File: config.mk
export PLATFORM = sky130hd
export DESIGN_NAME = pin_drive_ctl
export DESIGN_NICKNAME = d
export VERILOG_FILES = /design/src/rtl/pin_drive_ctl.sv
export SDC_FILE = /design/constraint.sdc
export NUM_CORES = 1
export LEC_CHECK = 0
export ABC_AREA = 1
export BUFFER_PORTS_ARGS = -buffer_cell sky130_fd_sc_hd__buf_2
export CAP_MARGIN = 5
export CELL_PAD_IN_SITES_DETAIL_PLACEMENT = 0
export CELL_PAD_IN_SITES_GLOBAL_PLACEMENT = 1
export CORE_MARGIN = 1
export CORE_UTILIZATION = 33
export DETAILED_ROUTE_END_ITERATION = 8
export PLACE_DENSITY_LB_ADDON = 0.08
export SETUP_SLACK_MARGIN = 0.2
export SYNTH_ARGS = -nofsm -noshare
export SYNTH_HDL_FRONTEND = slang
export SYNTH_SLANG_ARGS = --single-unit
File: constraint.sdc
create_clock -name clk -period 1.69 [get_ports clk]
set_clock_uncertainty 0.1 [all_clocks]
set_input_delay 0.0845 -clock clk [delete_from_list [all_inputs] [get_ports clk]]
set_output_delay 0.0845 -clock clk [all_outputs]
set_load 0.01 [all_outputs]
File: src/rtl/pin_drive_ctl.sv
module pin_drive_ctl #(
  parameter int              NPIN          = 8,
  parameter int              BURST_CLKS    = 2,
  parameter logic [NPIN-1:0] LIMITED_MASK  = 'h0C,
  parameter logic [NPIN-1:0] FIXED_IN_MASK = 'h20
) (
  input  logic              clk,
  input  logic              rst_n,
  input  logic              wr_en,
  input  logic              wr_addr,
  input  logic [2*NPIN-1:0] wr_data,
  input  logic [NPIN-1:0]   pad_in,
  output logic [2*NPIN-1:0] rd_mode,
  output logic [NPIN-1:0]   rd_latch,
  output logic [NPIN-1:0]   rd_pin,
  output logic [NPIN-1:0]   pu_strong,
  output logic [NPIN-1:0]   pu_weak,
  output logic [NPIN-1:0]   pu_vweak,
  output logic [NPIN-1:0]   pd_en,
  output logic [NPIN-1:0]   oe
);
  localparam int CW = $clog2(BURST_CLKS + 1);
  localparam logic [1:0] M_QB = 2'b00, M_PP = 2'b01, M_IN = 2'b10, M_OD = 2'b11;

  logic [NPIN-1:0] lat_q, sync1_q, sync2_q;
  logic wr_lat, wr_mode;

  assign wr_lat   = wr_en & ~wr_addr;
  assign wr_mode  = wr_en &  wr_addr;
  assign rd_latch = lat_q;
  assign rd_pin   = sync2_q;

  always_ff @(posedge clk) begin
    if (!rst_n) begin
      lat_q   <= '1;
      sync1_q <= '0;
      sync2_q <= '0;
    end else begin
      if (wr_lat) lat_q <= wr_data[NPIN-1:0];
      sync1_q <= pad_in;
      sync2_q <= sync1_q;
    end
  end

  for (genvar g = 0; g < NPIN; g++) begin : g_pin
    logic [1:0]    md_q, req;
    logic [CW-1:0] cnt_q;
    logic          qb, rise;

    assign req  = wr_data[2*g+1:2*g];
    assign qb   = (md_q == M_QB);
    assign rise = wr_lat & qb & ~lat_q[g] & wr_data[g];
    assign rd_mode[2*g+1:2*g] = md_q;

    always_ff @(posedge clk) begin
      if (!rst_n) begin
        md_q  <= M_IN;
        cnt_q <= '0;
      end else begin
        if (wr_mode && !FIXED_IN_MASK[g])
          md_q <= (LIMITED_MASK[g] && !req[1]) ? M_IN : req;
        if (rise)               cnt_q <= CW'(BURST_CLKS);
        else if (cnt_q != '0)   cnt_q <= cnt_q - CW'(1);
      end
    end

    assign pu_vweak[g]  = qb & lat_q[g];
    assign pu_weak[g]   = qb & lat_q[g] & sync2_q[g];
    assign pu_strong[g] = lat_q[g] & ((qb & (cnt_q != '0)) | (md_q == M_PP));
    assign pd_en[g]     = ~lat_q[g] & (md_q != M_IN);
    assign oe[g]        = pd_en[g] | pu_strong[g];

    logic [CW:0] run_q;
    always_ff @(posedge clk) begin
      if (!rst_n) run_q <= '0;
      else        run_q <= (pu_strong[g] && qb) ? run_q + (CW+1)'(1) : '0;
    end

    a_r5_burst_max: assert property (@(posedge clk) disable iff (!rst_n)
      run_q <= (CW+1)'(BURST_CLKS));
    a_r5_burst_start: assert property (@(posedge clk) disable iff (!rst_n)
      (qb && $past(qb) && !$past(lat_q[g]) && lat_q[g]) |-> pu_strong[g]);
    a_r4_weak_needs_pin: assert property (@(posedge clk) disable iff (!rst_n)
      pu_weak[g] |-> (pu_vweak[g] && rd_pin[g]));
    a_r7_od_no_pullup: assert property (@(posedge clk) disable iff (!rst_n)
      (md_q == M_OD) |-> !(pu_strong[g] || pu_weak[g] || pu_vweak[g]));
    a_r8_input_quiet: assert property (@(posedge clk) disable iff (!rst_n)
      (md_q == M_IN) |-> !(oe[g] || pd_en[g] || pu_strong[g] || pu_weak[g] || pu_vweak[g]));
    a_r6_pp_drives: assert property (@(posedge clk) disable iff (!rst_n)
      (md_q == M_PP) |-> (oe[g] && (pu_strong[g] != pd_en[g])));

    if (LIMITED_MASK[g]) begin : g_lim
      a_r9_limited_modes: assert property (@(posedge clk) disable iff (!rst_n)
        md_q[1]);
    end
    if (FIXED_IN_MASK[g]) begin : g_fix
      a_r10_fixed_input: assert property (@(posedge clk) disable iff (!rst_n)
        wr_mode |=> (md_q == M_IN));
    end
  end
endmodule

* Word level (Yosys, flattened, before mapping)
Index checks and enable logic that the tools add are counted.
Storage, ports and cells: output and inout port bits 72, register bits after elaboration 52, word-level logic and storage cells 170, input port bits 28
Operators by class: bitwise gates (word level) 81, $add $sub $neg 7, reduce and logical (&&, ||, !) cells 28, mux-type cells 16, eq/ne operators 14
Operators with widths (number):
- 1-bit bitwise AND | 58
- 2-bit 2-to-1 mux | 14
- 2-bit nonzero test | 14
- 2-bit by 1-bit equality test with 1-bit output, second input constant | 7
- 2-bit logical NOT | 7
- 2-bit != test, second input constant | 7
- 1-bit OR | 14
- 2-bit OR reduction | 7
- 2-bit by 1-bit subtractor with 2-bit output, second input constant | 7
- 1-bit inverter | 9
- 1-bit 2-to-1 mux | 2

* Logic depth before layout (Yosys ltp)
Gate-level depths: netlist of run 1.
depth in word-level cells 6, gate-level depth with buffers 6

* Least setup slack after synthesis of run 1
No wires, ideal clock.
path type reg-to-output, start register g_pin[0].md_q[0], end output oe[0], cell stages (with the launch flop) 5, data required time 1.505 ns, slack 0.596 ns, data arrival time 0.909 ns, buffers on the path 0, cell sequence dfxtp_1 > inv_1 > a21oi_1 > inv_1 > nand2_1
On the way: longest elaborated chain between the ends 5, elaborated cells between the ends (all ways) 8, classes of those cells eq/ne: 2; bitwise: 5; reduce/logical: 1
RTL lines:
- start, declared | RTL line 46 | logic [1:0] md_q, req;
- start signal, assigned | RTL line 61 | md_q <= (LIMITED_MASK[g] && !req[1]) ? M_IN : req;
- 2-bit logical NOT | RTL line 51 | assign qb = (md_q == M_QB);
- 1-bit bitwise AND | RTL line 69 | assign pu_strong[g] = lat_q[g] & ((qb & (cnt_q != '0)) | (md_q == M_PP));
- 1-bit OR (*) | RTL line 69
- 1-bit bitwise AND (*) | RTL line 69
- via pu_strong[0] | RTL line 16 | output logic [NPIN-1:0] pu_strong,
- 1-bit OR (*) | RTL line 71 | assign oe[g] = pd_en[g] | pu_strong[g];
- end, declared | RTL line 20 | output logic [NPIN-1:0] oe
Mark *: on every way through the listed nets, which the timed path passes. The rest lies on a longest branch.

* Final worst setup path of run 1
start register lat_q[1], in the netlist rd_latch[1], end output oe[1]
On the way: longest elaborated chain between the ends 3, elaborated cells between the ends (all ways) 4, classes of those cells bitwise: 4
RTL lines:
- start, declared | RTL line 25 | logic [NPIN-1:0] lat_q, sync1_q, sync2_q;
- start signal, assigned | RTL line 39 | if (wr_lat) lat_q <= wr_data[NPIN-1:0];
- 1-bit inverter | RTL line 70 | assign pd_en[g] = ~lat_q[g] & (md_q != M_IN);
- 1-bit bitwise AND | RTL line 70
- 1-bit OR (*) | RTL line 71
Mark *: on every way between the ends. The rest lies on a longest branch, timed or not.

==> results of run 1 <==
## where the power goes
| group | switching [uW] | internal [uW] |
|---|---|---|
| Combinational | 186 | 141 |
| Sequential | 35.4 | 1130 |
| Clock | 377 | 329 |
| Total | 598 | 1600 |
## kinds of logic (layout without fill, tap and decap cells)
| logic type | after synthesis | after routing | share of synthesized area [%] |
|---|---|---|---|
| and+or+nand+nor | 127 | 127 | 26.52 |
| buffers and inverters | 69 | 158 | 17.89 |
| DFF | 46 | 46 | 46.70 |
| AOI/OAI and AO/OA | 26 | 26 | 8.502 |
| other | 2 | 15 | 0.3809 |
## stage by stage
step	cells	cell area, um^2	hold slack, ns	total power (uW)	utilization, %
after global placement	415	2355	0.1661	1485	41.74
final	444	2669	0.003586	2202	47.31
after floorplan	283	2021	0.08213	1393	-
after detailed placement	415	2355	0.1704	1485	41.74
after global routing	444	2669	0.006257	2323	47.31
after CTS	444	2660	0.006366	2234	47.15
## critical path, delay by kind of cell (launching register included)
kind / cells / cell delay, ns
AO/OA/AOI/OAI: 1 / 0.18
buffers and inverters: 2 / 0.18
flip-flops: 1 / 0.41
AND/OR/NAND/NOR: 2 / 0.14
## synthesized netlist by cell type
cell / number
nand2_1: 65
o211ai_2: 5
inv_4: 1
inv_1: 42
buf_6: 1
o21ai_0: 13
a21oi_1: 8
nand2_2: 1
inv_2: 2
and3_1: 5
buf_8: 1
nor2_1: 36
buf_2: 4
buf_4: 18
dfxtp_1: 46
nand2_4: 1
nand3_1: 18
conb_1: 2
nor3_1: 1
## routing by layer
layer / wire length [um] / part of all wire (%)
met1: 2222 / 48
met2: 2084 / 45
met3: 238 / 5.2
met4: 63 / 1.4
met5: 0 / 0
## sequential cells by signal (all words and copies together) (netlist names)
register     flops
g_pin.cnt_q     10
g_pin.md_q      12
rd_latch         8
rd_pin           8
sync1_q          8
## layout make-up
type | count | area (um^2)
Clock buffer | 6 | 82.58
Sequential cell | 46 | 922.1
Fill cell | 599 | 2973
Tap cell | 72 | 90.09
Multi-Input combinational cell | 168 | 754.5
Clock inverter | 2 | 12.51
Inverter | 45 | 171.4
Timing Repair Buffer | 105 | 635.6
## path summary, 6_finish.rpt
check,start,end,slack [ns]
worst max-delay path,rd_latch[1],oe[1],0.30
worst min-delay path,rst_n,rd_latch[3],0.004
worst max register to register,g_pin[6].md_q[1],g_pin[6].md_q[1],0.39
worst min register to register,sync1_q[7],rd_pin[7],0.32
## what timing repair did
action / in CTS / in global routing
setup endpoints to repair: 0 / 3
hold buffers: 21 / 0
endpoints found under the hold margin: 22 / 0
resized for setup: 0 / 3
==> run metrics, run 1 <==
area share of the largest cell type after synthesis=between 40% and 50%; Final nets=about 400; crit-path cells=nand2_1, a21oi_1, inv_1, nand2_1, buf_2; Mean Syn Cell Area=7.303 um^2; FP Rows=27; crit path kind=register to output port; Die Span X=a little under 80 um; final clock period utilization by the worst path=82.40%; Routed WL per cell=around 10 um; warning count from the yosys run=0; setup bufs post-CTS=0; RSZ-0062 raised after global routing=no; Synth area leader=dfxtp_1; worst-skew pair later-pin latency=~0.30 ns; Buffers on Ports=between 80 and 90; Req. time, crit path=1.51 ns; maximum clock frequency=between 0.7 and 0.8 GHz; hpwl dp=3294 um; final worst setup slack=between 0.2 and 0.3 ns; commonest cells after routing, fill and taps aside=buf_2, nand2_1, dfxtp_1; synth unique cells=19; pre-CTS setup slack=between 0.6 and 0.7 ns; CTS Buf Count=5; core region area=5642 um^2; met3 Usage GRT=3.448%; synth top area cells=dfxtp_1, nand2_1, inv_1, buf_4, nor2_1; DRT iter0 DRCs=38; Post-route DRC=0; diode count=0; global-route wire length before repair=around 7300 um; most used cell, CP=nand2_1; # setup viols final=0; commonest non-fill, non-tap cell in the layout=buf_2; Total Wirelength=about 4600 um; critical path startpoint category=register; final hold vios=0; vias in the first global route=roughly 1,600; min cycle time layout=approximately 1.4 ns; Pleak=roughly 0.0016 uW; setup TNS=0 ns; Max clock buf depth=2; Pwr per Cell Area=approximately 830 nW/um^2; VDD IR-drop max=0.0003794 V; max incr delay on CP=slightly above 0.4 ns; worst min path class=input port to register; CP Capture Type=output port; grt peak-use layer=met2; die area=about 6300 um^2; Pins Over Slew Limit=0; max_cap viols=0; CTS Sinks=46; Synth Instances=270; via count=between 1,500 and 2,000; Slowest-stage cell, CP=dfxtp_1; GR Util All Layers=15.00%; GP Congestion=~0.69; Ports=100; layout cells sized above 1=between 20% and 30%; Reg clk slew, reported paths=~0.090 ns; initial antenna violation count=0; Worst R2R Path Depth=3; Detailed Routing Iterations Pass 1=4; clk root buf=clkbuf_8; die height=79.30 um; met1 Usage GRT=a little under a fifth; Antenna Nets Post-Route=0; grt total ovfl=0; Worst Path Arrival=~1.2 ns; CTS tree=done; GRT met2 Usage=25.43%; outcome=finished, final reports clean; Via density=between 4 and 5; Max FO, Critical Path=5; Hold Path Depth=2; mapped cell area=between 1500 and 2000 um^2; pin count of the biggest net entering global routing=20; register bit total from synthesis=46; Syn-to-layout area delta=35.34%; Initial Util=a little over a third; register area share after synthesis=46.70%; H-Tree Level Count=2
Note: power is estimated with default switching activity, not from simulation.
==> inputs of run 2 (changes only) <==
--- a/config.mk
+++ b/config.mk
@@ -11,7 +11,7 @@
 export CELL_PAD_IN_SITES_DETAIL_PLACEMENT = 0
 export CELL_PAD_IN_SITES_GLOBAL_PLACEMENT = 1
 export CORE_MARGIN = 1
-export CORE_UTILIZATION = 33
+export CORE_UTILIZATION = 30
 export DETAILED_ROUTE_END_ITERATION = 8
 export PLACE_DENSITY_LB_ADDON = 0.08
 export SETUP_SLACK_MARGIN = 0.2
==> constraint.sdc (replaced) <==
create_clock -name clk -period 1.3 [get_ports clk]
set_clock_uncertainty 0.1 [all_clocks]
set_input_delay 0.065 -clock clk [delete_from_list [all_inputs] [get_ports clk]]
set_output_delay 0.065 -clock clk [all_outputs]
set_load 0.01 [all_outputs]
==> run metrics, run 2 (synthesized netlist as in run 1, its figures left out) <==
via count=1,928 (was 1,864); Initial Util=31.05% (was 34.95%); total power=2956 uW (was 2202 uW); DRT iter0 DRCs=63 (was 38); Pins Over Slew Limit=0 (unchanged); Max FO, Critical Path=3 (was 5); die area=6901 um^2 (was 6288 um^2); RSZ-0062 raised after global routing=yes (was no); Syn-to-layout area delta=52.41% (was 35.34%); max_cap viols=0 (unchanged); final hold vios=0 (unchanged); Buffers on Ports=82 (unchanged); core region area=6350 um^2 (was 5642 um^2); die height=83.08 um (was 79.30 um); crit path kind=register to output port (unchanged); Pwr per Cell Area=983.5 nW/um^2 (was 825.1 nW/um^2); Ports=100 (unchanged); commonest cells after routing, fill and taps aside=buf_2, nand2_1, inv_1 (was buf_2, nand2_1, dfxtp_1); GP Congestion=0.7308 (was 0.6865); top flop regs=g_pin.md_q x12, g_pin.cnt_q x10 (unchanged); CTS Buf Count=5 (unchanged); initial antenna violation count=0 (unchanged); outcome=complete, but fails checks (was finished, final reports clean); vias in the first global route=1,786 (was 1,628); Post-route DRC=0 (unchanged); pre-CTS setup slack=0.2460 ns (was 0.6152 ns); Total Wirelength=4988 um (was 4608 um); Die Span X=83.08 um (was 79.30 um); commonest non-fill, non-tap cell in the layout=buf_2 (unchanged); final worst setup slack=-0.01641 ns (was 0.2974 ns); grt total ovfl=0 (unchanged); diode count=0 (unchanged); # setup viols final=1 (was 0); Max clock buf depth=2 (unchanged); max reg flops=12 (unchanged); register with the most flip-flops=g_pin.md_q (unchanged); CTS tree=done (unchanged); Antenna Nets Post-Route=0 (unchanged); Pleak=0.001662 uW (was 0.001573 uW); fill cell count=674 (was 599); Post-DP Area=2381 um^2 (was 2355 um^2); hpwl dp=3498 um (was 3294 um); H-Tree Level Count=2 (unchanged); worst min path class=input port to register (unchanged); critical path startpoint category=register (unchanged); Req. time, crit path=1.13 ns (was 1.51 ns); GR Util All Layers=14.97% (was 15.00%); VDD IR-drop max=0.0004225 V (was 0.0003794 V); FP Rows=29 (was 27); failing checks=negative setup slack; CP Capture Type=output port (unchanged); final std cell area, no fill=3005 um^2 (was 2669 um^2); Via density=4.155 (was 4.198); Routed WL per cell=10.75 um (was 10.38 um); Reg clk slew, reported paths=0.09 ns (about the same); worst-skew pair later-pin latency=0.31 ns (was 0.30 ns); Slowest-stage cell, CP=dfxtp_2 (was dfxtp_1); Detailed Routing Iterations Pass 1=4 (unchanged); layout cells sized above 1=45.48% (was 28.23%); final clock period utilization by the worst path=101.3%; maximum clock frequency=around 0.76 GHz; Reg2Reg Setup Slack=0.31 ns (was 0.39 ns); crit-path cells=inv_2, nand2_2, a21oi_2, inv_1, nand2_1, buf_2 (was nand2_1, a21oi_1, inv_1, nand2_1, buf_2); max incr delay on CP=0.35 ns (was 0.41 ns); clk root buf=clkbuf_8 (unchanged); Worst Path Arrival=1.15 ns (was 1.21 ns); Placed Cells=421 (was 415); global-route wire length before repair=8259 um (was 7314 um); min cycle time layout=1.316 ns; pin count of the biggest net entering global routing=20 (unchanged); CTS Sinks=46 (unchanged); Final nets=414 (was 399); final non-filler cell total=464 (was 444)
## run 2: cell count changes in the layout (fill, tap and decap cells not counted), moves of 9 or more
cell     before  now
inv_1        42   33
buf_4         2   12
nor2_1       36   22
dfxtp_1      45   22
dfxtp_4       0   10
dfxtp_2       1   14
nor2_2        0   10
## run 2: worst paths after layout
| check | startpoint | end | depth (start not counted) |
|---|---|---|---|
| max | g_pin[6].md_q[1] | oe[6] | 6 |
| min | wr_addr | g_pin[6].md_q[0] | 3 |
| max reg2reg | g_pin[4].md_q[1] | g_pin[4].cnt_q[1] | 6 |
| min reg2reg | sync1_q[0] | rd_pin[0] | 2 |
## run 2: timing repair
action	CTS	global route
hold buffers	23	0
pin swaps	6	6
gates cloned	0	0
endpoints found under the setup margin	29	32
hold endpoints to repair	28	0
gates resized for setup	56	37
setup buffers	10	2
## run 2: cell type report
| class | count | area (um^2) | area share (%) |
|---|---|---|---|
| timing repair buffer | 120 | 792.0 | 26.35 |
| tap | 77 | 96.34 | 3.206 |
| inverter | 45 | 178.9 | 5.953 |
| clock inverter | 3 | 21.27 | 0.7077 |
| sequential | 46 | 975.9 | 32.47 |
| clock buffer | 5 | 68.82 | 2.290 |
| multi-input combinational | 168 | 872.1 | 29.02 |
## run 2: through the flow
stage / hold slack [ns] / utilization [%] / setup TNS, ns
2_1_floorplan: 0.06263 / - / 0
3_3_place_gp: 0.1463 / 37.50 / 0
3_5_place_dp: 0.1532 / 37.50 / 0
4_1_cts: 0.02909 / 45.26 / 0
5_1_grt: 0.04144 / 47.33 / -0.5882
6_report: 0.02577 / 47.33 / -0.01641
## run 2: routing by layer
| metal | global-route usage (%) | wire (um) | up-vias |
|---|---|---|---|
| met2 | 23.55 | 2229 | 65 |
| met3 | 4.573 | 294 | 8 |
| met4 | 5.486 | 92 | 0 |
| met1 | 19.28 | 2372 | 836 |
| met5 | 0 | 0 | - |
| li1 | - | - | 1019 |
## run 2: critical path: cells and delay by family, from the launching register on
family / cells / cell delay (ns)
and+or+nand+nor: 2 / 0.12
AOI/OAI and AO/OA: 1 / 0.13
buffers and inverters: 3 / 0.25
DFF: 1 / 0.35
## run 2: power by group
part / switching (uW) / internal [uW] / leakage [uW]
combinational: 269 / 243 / 0.00123
clock: 526 / 379 / 0.0000441
sequential: 67.4 / 1470 / 0.000385
total: 863 / 2090 / 0.00166
